$ cat src/rtl/freqm_pkg.sv
package freqm_pkg;

    typedef enum logic [1:0] {
        ST_IDLE,
        ST_WINDOW,
        ST_WAIT,
        ST_DIV
    } meas_state_t;

    localparam int unsigned WAIT_MAX_MS = 1600;

    function automatic int unsigned clamp_lo1(input int unsigned v);
        return (v == 0) ? 1 : v;
    endfunction

    function automatic int unsigned clamp_wait(input int unsigned v);
        int unsigned r;
        r = clamp_lo1(v);
        return (r > WAIT_MAX_MS) ? WAIT_MAX_MS : r;
    endfunction

endpackage

$ cat src/rtl/freqm_edge_sync.sv
module freqm_edge_sync #(
    parameter int STAGES = 2
) (
    input  logic clk,
    input  logic rst,
    input  logic din,
    output logic rise
);
    logic [STAGES-1:0] sync_q;
    logic              last_q;

    always_ff @(posedge clk) begin
        if (rst) begin
            sync_q <= '0;
            last_q <= 1'b0;
        end else begin
            sync_q <= {sync_q[STAGES-2:0], din};
            last_q <= sync_q[STAGES-1];
        end
    end

    assign rise = sync_q[STAGES-1] & ~last_q;
endmodule

$ cat src/rtl/freqm_tick_gen.sv
module freqm_tick_gen #(
    parameter int CLK_PER_TICK = 10
) (
    input  logic clk,
    input  logic rst,
    output logic tick
);
    localparam int PW = (CLK_PER_TICK > 1) ? $clog2(CLK_PER_TICK) : 1;
    localparam logic [PW-1:0] LAST = PW'(CLK_PER_TICK - 1);

    logic [PW-1:0] pre_q;

    always_ff @(posedge clk) begin
        if (rst || pre_q == LAST) pre_q <= '0;
        else                      pre_q <= pre_q + 1'b1;
    end

    assign tick = (pre_q == LAST);
endmodule

$ cat src/rtl/freqm_divider.sv
module freqm_divider #(
    parameter int NUM_W = 56,
    parameter int DEN_W = 32
) (
    input  logic             clk,
    input  logic             rst,
    input  logic             start,
    input  logic             abort,
    input  logic [NUM_W-1:0] num,
    input  logic [DEN_W-1:0] den,
    output logic [NUM_W-1:0] quo,
    output logic             done
);
    localparam int CW = $clog2(NUM_W + 1);

    logic [NUM_W-1:0] sh_q;
    logic [DEN_W-1:0] rem_q;
    logic [DEN_W-1:0] den_q;
    logic [CW-1:0]    left_q;
    logic             busy_q;

    logic [DEN_W:0]   trial;
    logic             fits;
    logic [DEN_W:0]   diff;

    always_comb begin
        trial = {rem_q, sh_q[NUM_W-1]};
        fits  = trial >= {1'b0, den_q};
        diff  = trial - {1'b0, den_q};
    end

    always_ff @(posedge clk) begin
        if (rst) begin
            sh_q   <= '0;
            rem_q  <= '0;
            den_q  <= '0;
            left_q <= '0;
            busy_q <= 1'b0;
            done   <= 1'b0;
        end else begin
            done <= 1'b0;
            if (abort) begin
                busy_q <= 1'b0;
            end else if (start) begin
                sh_q   <= num;
                rem_q  <= '0;
                den_q  <= den;
                left_q <= CW'(NUM_W);
                busy_q <= 1'b1;
            end else if (busy_q) begin
                rem_q  <= fits ? diff[DEN_W-1:0] : trial[DEN_W-1:0];
                sh_q   <= {sh_q[NUM_W-2:0], fits};
                left_q <= left_q - 1'b1;
                if (left_q == CW'(1)) begin
                    busy_q <= 1'b0;
                    done   <= 1'b1;
                end
            end
        end
    end

    assign quo = sh_q;
endmodule

$ cat src/rtl/freq_meter.sv
module freq_meter
    import freqm_pkg::*;
#(
    parameter int CLK_PER_TICK = 10,
    parameter int TICKS_PER_US = 10,
    parameter int US_PER_MS    = 1000,
    parameter int TICK_HZ      = 10_000_000,
    parameter int WIN_W        = 16,
    parameter int WAIT_W       = 11,
    parameter int CNT_W        = 32,
    parameter int FREQ_W       = 32
) (
    input  logic              clk,
    input  logic              rst,
    input  logic              track_a,
    input  logic              gate_block,
    input  logic              restart,
    input  logic [WIN_W-1:0]  win_us,
    input  logic [WAIT_W-1:0] wait_ms,
    output logic [FREQ_W-1:0] freq_hz,
    output logic              freq_valid,
    output logic              freq_done
);
    localparam int NUM_W = CNT_W + 24;

    meas_state_t      st_q;
    logic [CNT_W-1:0] span_q, edges_q, wait_q;
    logic [CNT_W-1:0] win_ticks, wait_ticks;
    logic [NUM_W-1:0] num_q, quo;
    logic [CNT_W-1:0] den_q;
    logic             go_q, div_done, rise, tick, abort;

    freqm_edge_sync #(.STAGES(2)) u_sync (
        .clk(clk), .rst(rst), .din(track_a), .rise(rise)
    );

    freqm_tick_gen #(.CLK_PER_TICK(CLK_PER_TICK)) u_tick (
        .clk(clk), .rst(rst), .tick(tick)
    );

    freqm_divider #(.NUM_W(NUM_W), .DEN_W(CNT_W)) u_div (
        .clk(clk), .rst(rst), .start(go_q), .abort(abort),
        .num(num_q), .den(den_q), .quo(quo), .done(div_done)
    );

    always_comb begin
        abort      = restart | gate_block;
        win_ticks  = CNT_W'(clamp_lo1(32'(win_us))) * CNT_W'(TICKS_PER_US);
        wait_ticks = CNT_W'(clamp_wait(32'(wait_ms))) * CNT_W'(US_PER_MS)
                     * CNT_W'(TICKS_PER_US);
    end

    always_ff @(posedge clk) begin
        if (rst) begin
            st_q       <= ST_IDLE;
            span_q     <= '0;
            edges_q    <= '0;
            wait_q     <= '0;
            num_q      <= '0;
            den_q      <= '0;
            go_q       <= 1'b0;
            freq_hz    <= '0;
            freq_valid <= 1'b0;
            freq_done  <= 1'b0;
        end else begin
            go_q      <= 1'b0;
            freq_done <= 1'b0;
            if (abort) begin
                st_q <= ST_IDLE;
            end else begin
                case (st_q)
                    ST_IDLE: if (rise) begin
                        span_q  <= '0;
                        edges_q <= '0;
                        st_q    <= ST_WINDOW;
                    end
                    ST_WINDOW: begin
                        if (tick) span_q <= span_q + 1'b1;
                        if (rise) edges_q <= edges_q + 1'b1;
                        if (span_q >= win_ticks) begin
                            wait_q <= '0;
                            st_q   <= ST_WAIT;
                        end
                    end
                    ST_WAIT: begin
                        if (tick) begin
                            span_q <= span_q + 1'b1;
                            wait_q <= wait_q + 1'b1;
                        end
                        if (rise) begin
                            num_q <= NUM_W'(edges_q + 1'b1) * NUM_W'(TICK_HZ);
                            den_q <= tick ? span_q + 1'b1 : span_q;
                            go_q  <= 1'b1;
                            st_q  <= ST_DIV;
                        end else if (wait_q >= wait_ticks) begin
                            freq_hz    <= '0;
                            freq_valid <= 1'b0;
                            freq_done  <= 1'b1;
                            st_q       <= ST_IDLE;
                        end
                    end
                    ST_DIV: if (div_done) begin
                        freq_hz    <= FREQ_W'(quo);
                        freq_valid <= 1'b1;
                        freq_done  <= 1'b1;
                        st_q       <= ST_IDLE;
                    end
                    default: st_q <= ST_IDLE;
                endcase
            end
        end
    end
endmodule

$ cat config.mk
export PLATFORM = sky130hd
export DESIGN_NAME = freq_meter
export DESIGN_NICKNAME = d
export VERILOG_FILES = /design/src/rtl/freqm_pkg.sv /design/src/rtl/freqm_edge_sync.sv /design/src/rtl/freqm_tick_gen.sv /design/src/rtl/freqm_divider.sv /design/src/rtl/freq_meter.sv
export SDC_FILE = /design/constraint.sdc
export NUM_CORES = 2
export LEC_CHECK = 0
export BUFFER_PORTS_ARGS = -buffer_cell sky130_fd_sc_hd__buf_2
export CAP_MARGIN = 30
export CELL_PAD_IN_SITES_DETAIL_PLACEMENT = 2
export CELL_PAD_IN_SITES_GLOBAL_PLACEMENT = 2
export CORE_ASPECT_RATIO = 1.5
export CORE_MARGIN = 3
export CORE_UTILIZATION = 40
export CTS_BUF_LIST = sky130_fd_sc_hd__clkbuf_8
export DETAILED_ROUTE_END_ITERATION = 7
export PLACE_DENSITY = 0.92
export SYNTH_ARGS = -nofsm -noshare
export SYNTH_HDL_FRONTEND = slang
export SYNTH_SLANG_ARGS = --single-unit
$ cat constraint.sdc
create_clock -name clk -period 19.7 [get_ports clk]
set_input_delay 2.955 -clock clk [delete_from_list [all_inputs] [get_ports clk]]
set_output_delay 2.955 -clock clk [all_outputs]
set_load 0.02 [all_outputs]
==> reports/metrics.cfg <==
[grt]
grt_max_degree = 99
antenna_found_initial = 5
grt_pass1_vias = 35400
grt.overflow.total = 0
grt_pass1_wl_um = 219000
track_usage = 0.342

[layout]
area_delta_synth_final_pct = 8.96
post-route-util = 0.441
layout_common_cells = inv_1, ha_1, dfxtp_1, nand2_1, nor2_1
final_common_cell = inv_1
postLayoutCellArea_um2 = 34300
stdcell_count = 4847
final_nets = 4450
drive_above_1_share = 0.0651
fillerInstances = 8463

[synth]
synth_top_area_frac = 0.222
synth_fp_nets = 4449
synth_seq_cells = 349
synthArstFlopShare = 0
synth_edf_count = 0
synthTopCellsByArea = dfxtp_1, ha_1, fa_1
synth_cell_types = 81
ys_seq_area_frac = 0.222
synth_top_area_cell = dfxtp_1
synth_cells = 3775
synth.avg_cell_area_um2 = 8.34
yosys_warnings = 0
yosys_most_used_dff = dfxtp_1
synth.cell_area_um2 = 31500

[timing]
min_period_ps = 13440
fmax_mhz = 74.4
fin_skew_ps = 120
setup_viol_count_final = 0
worstMarginPinSlew_ps = 1070
rsz0062_at_grt = no
finalCritPeriodShare = 0.682
fin_setup_tns_ps = 0
holdWs_ps = 473
hold_viol = 0
drv_slew = 0
slew_headroom = 0.283

[clocking]
insertion_delay_ps = 800
clk_path_buf_depth = 3
cts_buffers = 61
cts.sinks = 349
cts_setup_buffers = 0
cts_resized = 0
root_buffer = clkbuf_8
htree_levels = 2
cts_tree = built
hold_buffers = 0
clk_pin_slew_ps = 80

[drt]
avgRoutedWirePerCell_um = 31.6
drt-total-wl_um = 153000
avgViaCountPerCell = 6.39
drtIter0Drc = 2380
drc = 0
antenna_left = 0
vias = 31000
drt_first_pass_iters = 6

[setup_path]
cp_max_fo = 66
r2r_cells = 29
cp-end-kind = flop
cp_slowest_cell = buf_4
r2r_slack_ps = 9810
startpoint_type = input port
slowest_delay_ps = 620
required_ps = 20340
path_class = input port to flop
worst_ep_arrival_time_ps = 14080

[power]
p_leak_nw = 15.8
power_density_nw_per_um2 = 107
max-vdd-ir-drop_v = 0.000200

[die]
core_um2 = 77700
ios = 66
row_count = 125
start_util = 0.405
fp.dieW_um = 235
die_h_um = 350
dieArea_um2 = 82100

[run]
drv_cap = 0

[placement]
placed_cells = 4723
post_dp_cell_area_um2 = 32800
gp_congestion = 0.853
numPortBuffers = 65
hpwl_um = 94800

[min_path]
hp-class = flop to flop
min_path_cells = 2

[outcome]
outcome = finished, final reports clean

kinds of logic (layout without fill, tap and decap cells):
family                     count (synthesis)  in the layout  synth area share
AOI/OAI and AO/OA                        812            812             0.163
xor gates and xnor gates                 190            190            0.0529
adders and majority gates                642            642             0.304
buffers and inverters                    684            735            0.0822
DFF                                      349            349             0.222
muxes                                     70             70            0.0223
other                                      0              5                 0
and+or+nand+nor                         1028           1028             0.153
power breakdown:
group	switching, mW	internal (mW)
Combinational	1.36	0.806
Sequential	0.00128	0.706
Clock	0.388	0.423
Total	1.75	1.93
per-stage QoR:
step	power [mW]	setup WS, ps
2_1_floorplan	2.08	8060
3_3_place_gp	2.44	6840
3_5_place_dp	2.66	6160
4_1_cts	3.57	6620
5_1_grt	3.88	5800
6_report	3.68	6260
final timing paths:
check	startpoint	endpoint
max	wait_ms[3]	st_q[1]$_SDFFE_PP0P_
min	den_q[0]$_SDFFE_PP0P_	u_div.den_q[0]$_SDFFE_PP0P_
max reg2reg	edges_q[0]$_SDFFE_PP0P_	num_q[54]$_SDFFE_PP0P_
min reg2reg	den_q[0]$_SDFFE_PP0P_	u_div.den_q[0]$_SDFFE_PP0P_
flip-flops by register name (all words and copies together) (netlist names):
signal,cells
freq_valid,1
u_div.left_q,6
u_div.busy_q,1
u_tick.pre_q,4
num_q,49
u_div.done,1
freq_hz,32
u_sync.sync_q,2
freq_done,1
den_q,32
u_div.quo,56
u_div.rem_q,32
u_div.den_q,32
go_q,1
span_q,32
st_q,2
u_sync.last_q,1
edges_q,32
wait_q,32
routing by layer:
metal  GRT usage  vias up  share of wire
met5           0        -              0
met3      0.0489      915          0.047
met4       0.269        0           0.10
met1       0.318    15600           0.33
met2       0.663     1657           0.52
li1            -    12800              -
critical path, delay by kind of cell:
family	cells	cell delay [ps]
compound gates	16	4340
fa+ha+maj	8	3410
simple gates	6	1940
buf+inv	6	1160
xor+xnor	1	180
synthesized netlist by cell type, drive strengths merged (69+ instances only):
master / instances
inv: 512
ha: 436
dfxtp: 349
nand2: 338
nor2: 310
a21oi: 253
fa: 206
clkbuf: 154
o21ai: 154
xnor2: 115
a211oi: 103
nand3: 82
a21o: 76
xor2: 75
mux2i: 69
final cells by class:
| cell class | instances | area, µm² | area share |
|---|---|---|---|
| multi-input cells | 2742 | 22000 | 0.640 |
| clock buffers | 81 | 1110 | 0.0325 |
| inverters | 512 | 1920 | 0.0560 |
| flip-flops and latches | 349 | 6990 | 0.204 |
| repair buffers | 110 | 758 | 0.0221 |
| diodes | 5 | 12.5 | 0.000365 |
| clock inverters | 32 | 272 | 0.00792 |
| well taps | 1016 | 1270 | 0.0371 |
(Power assumes the default switching activity.)
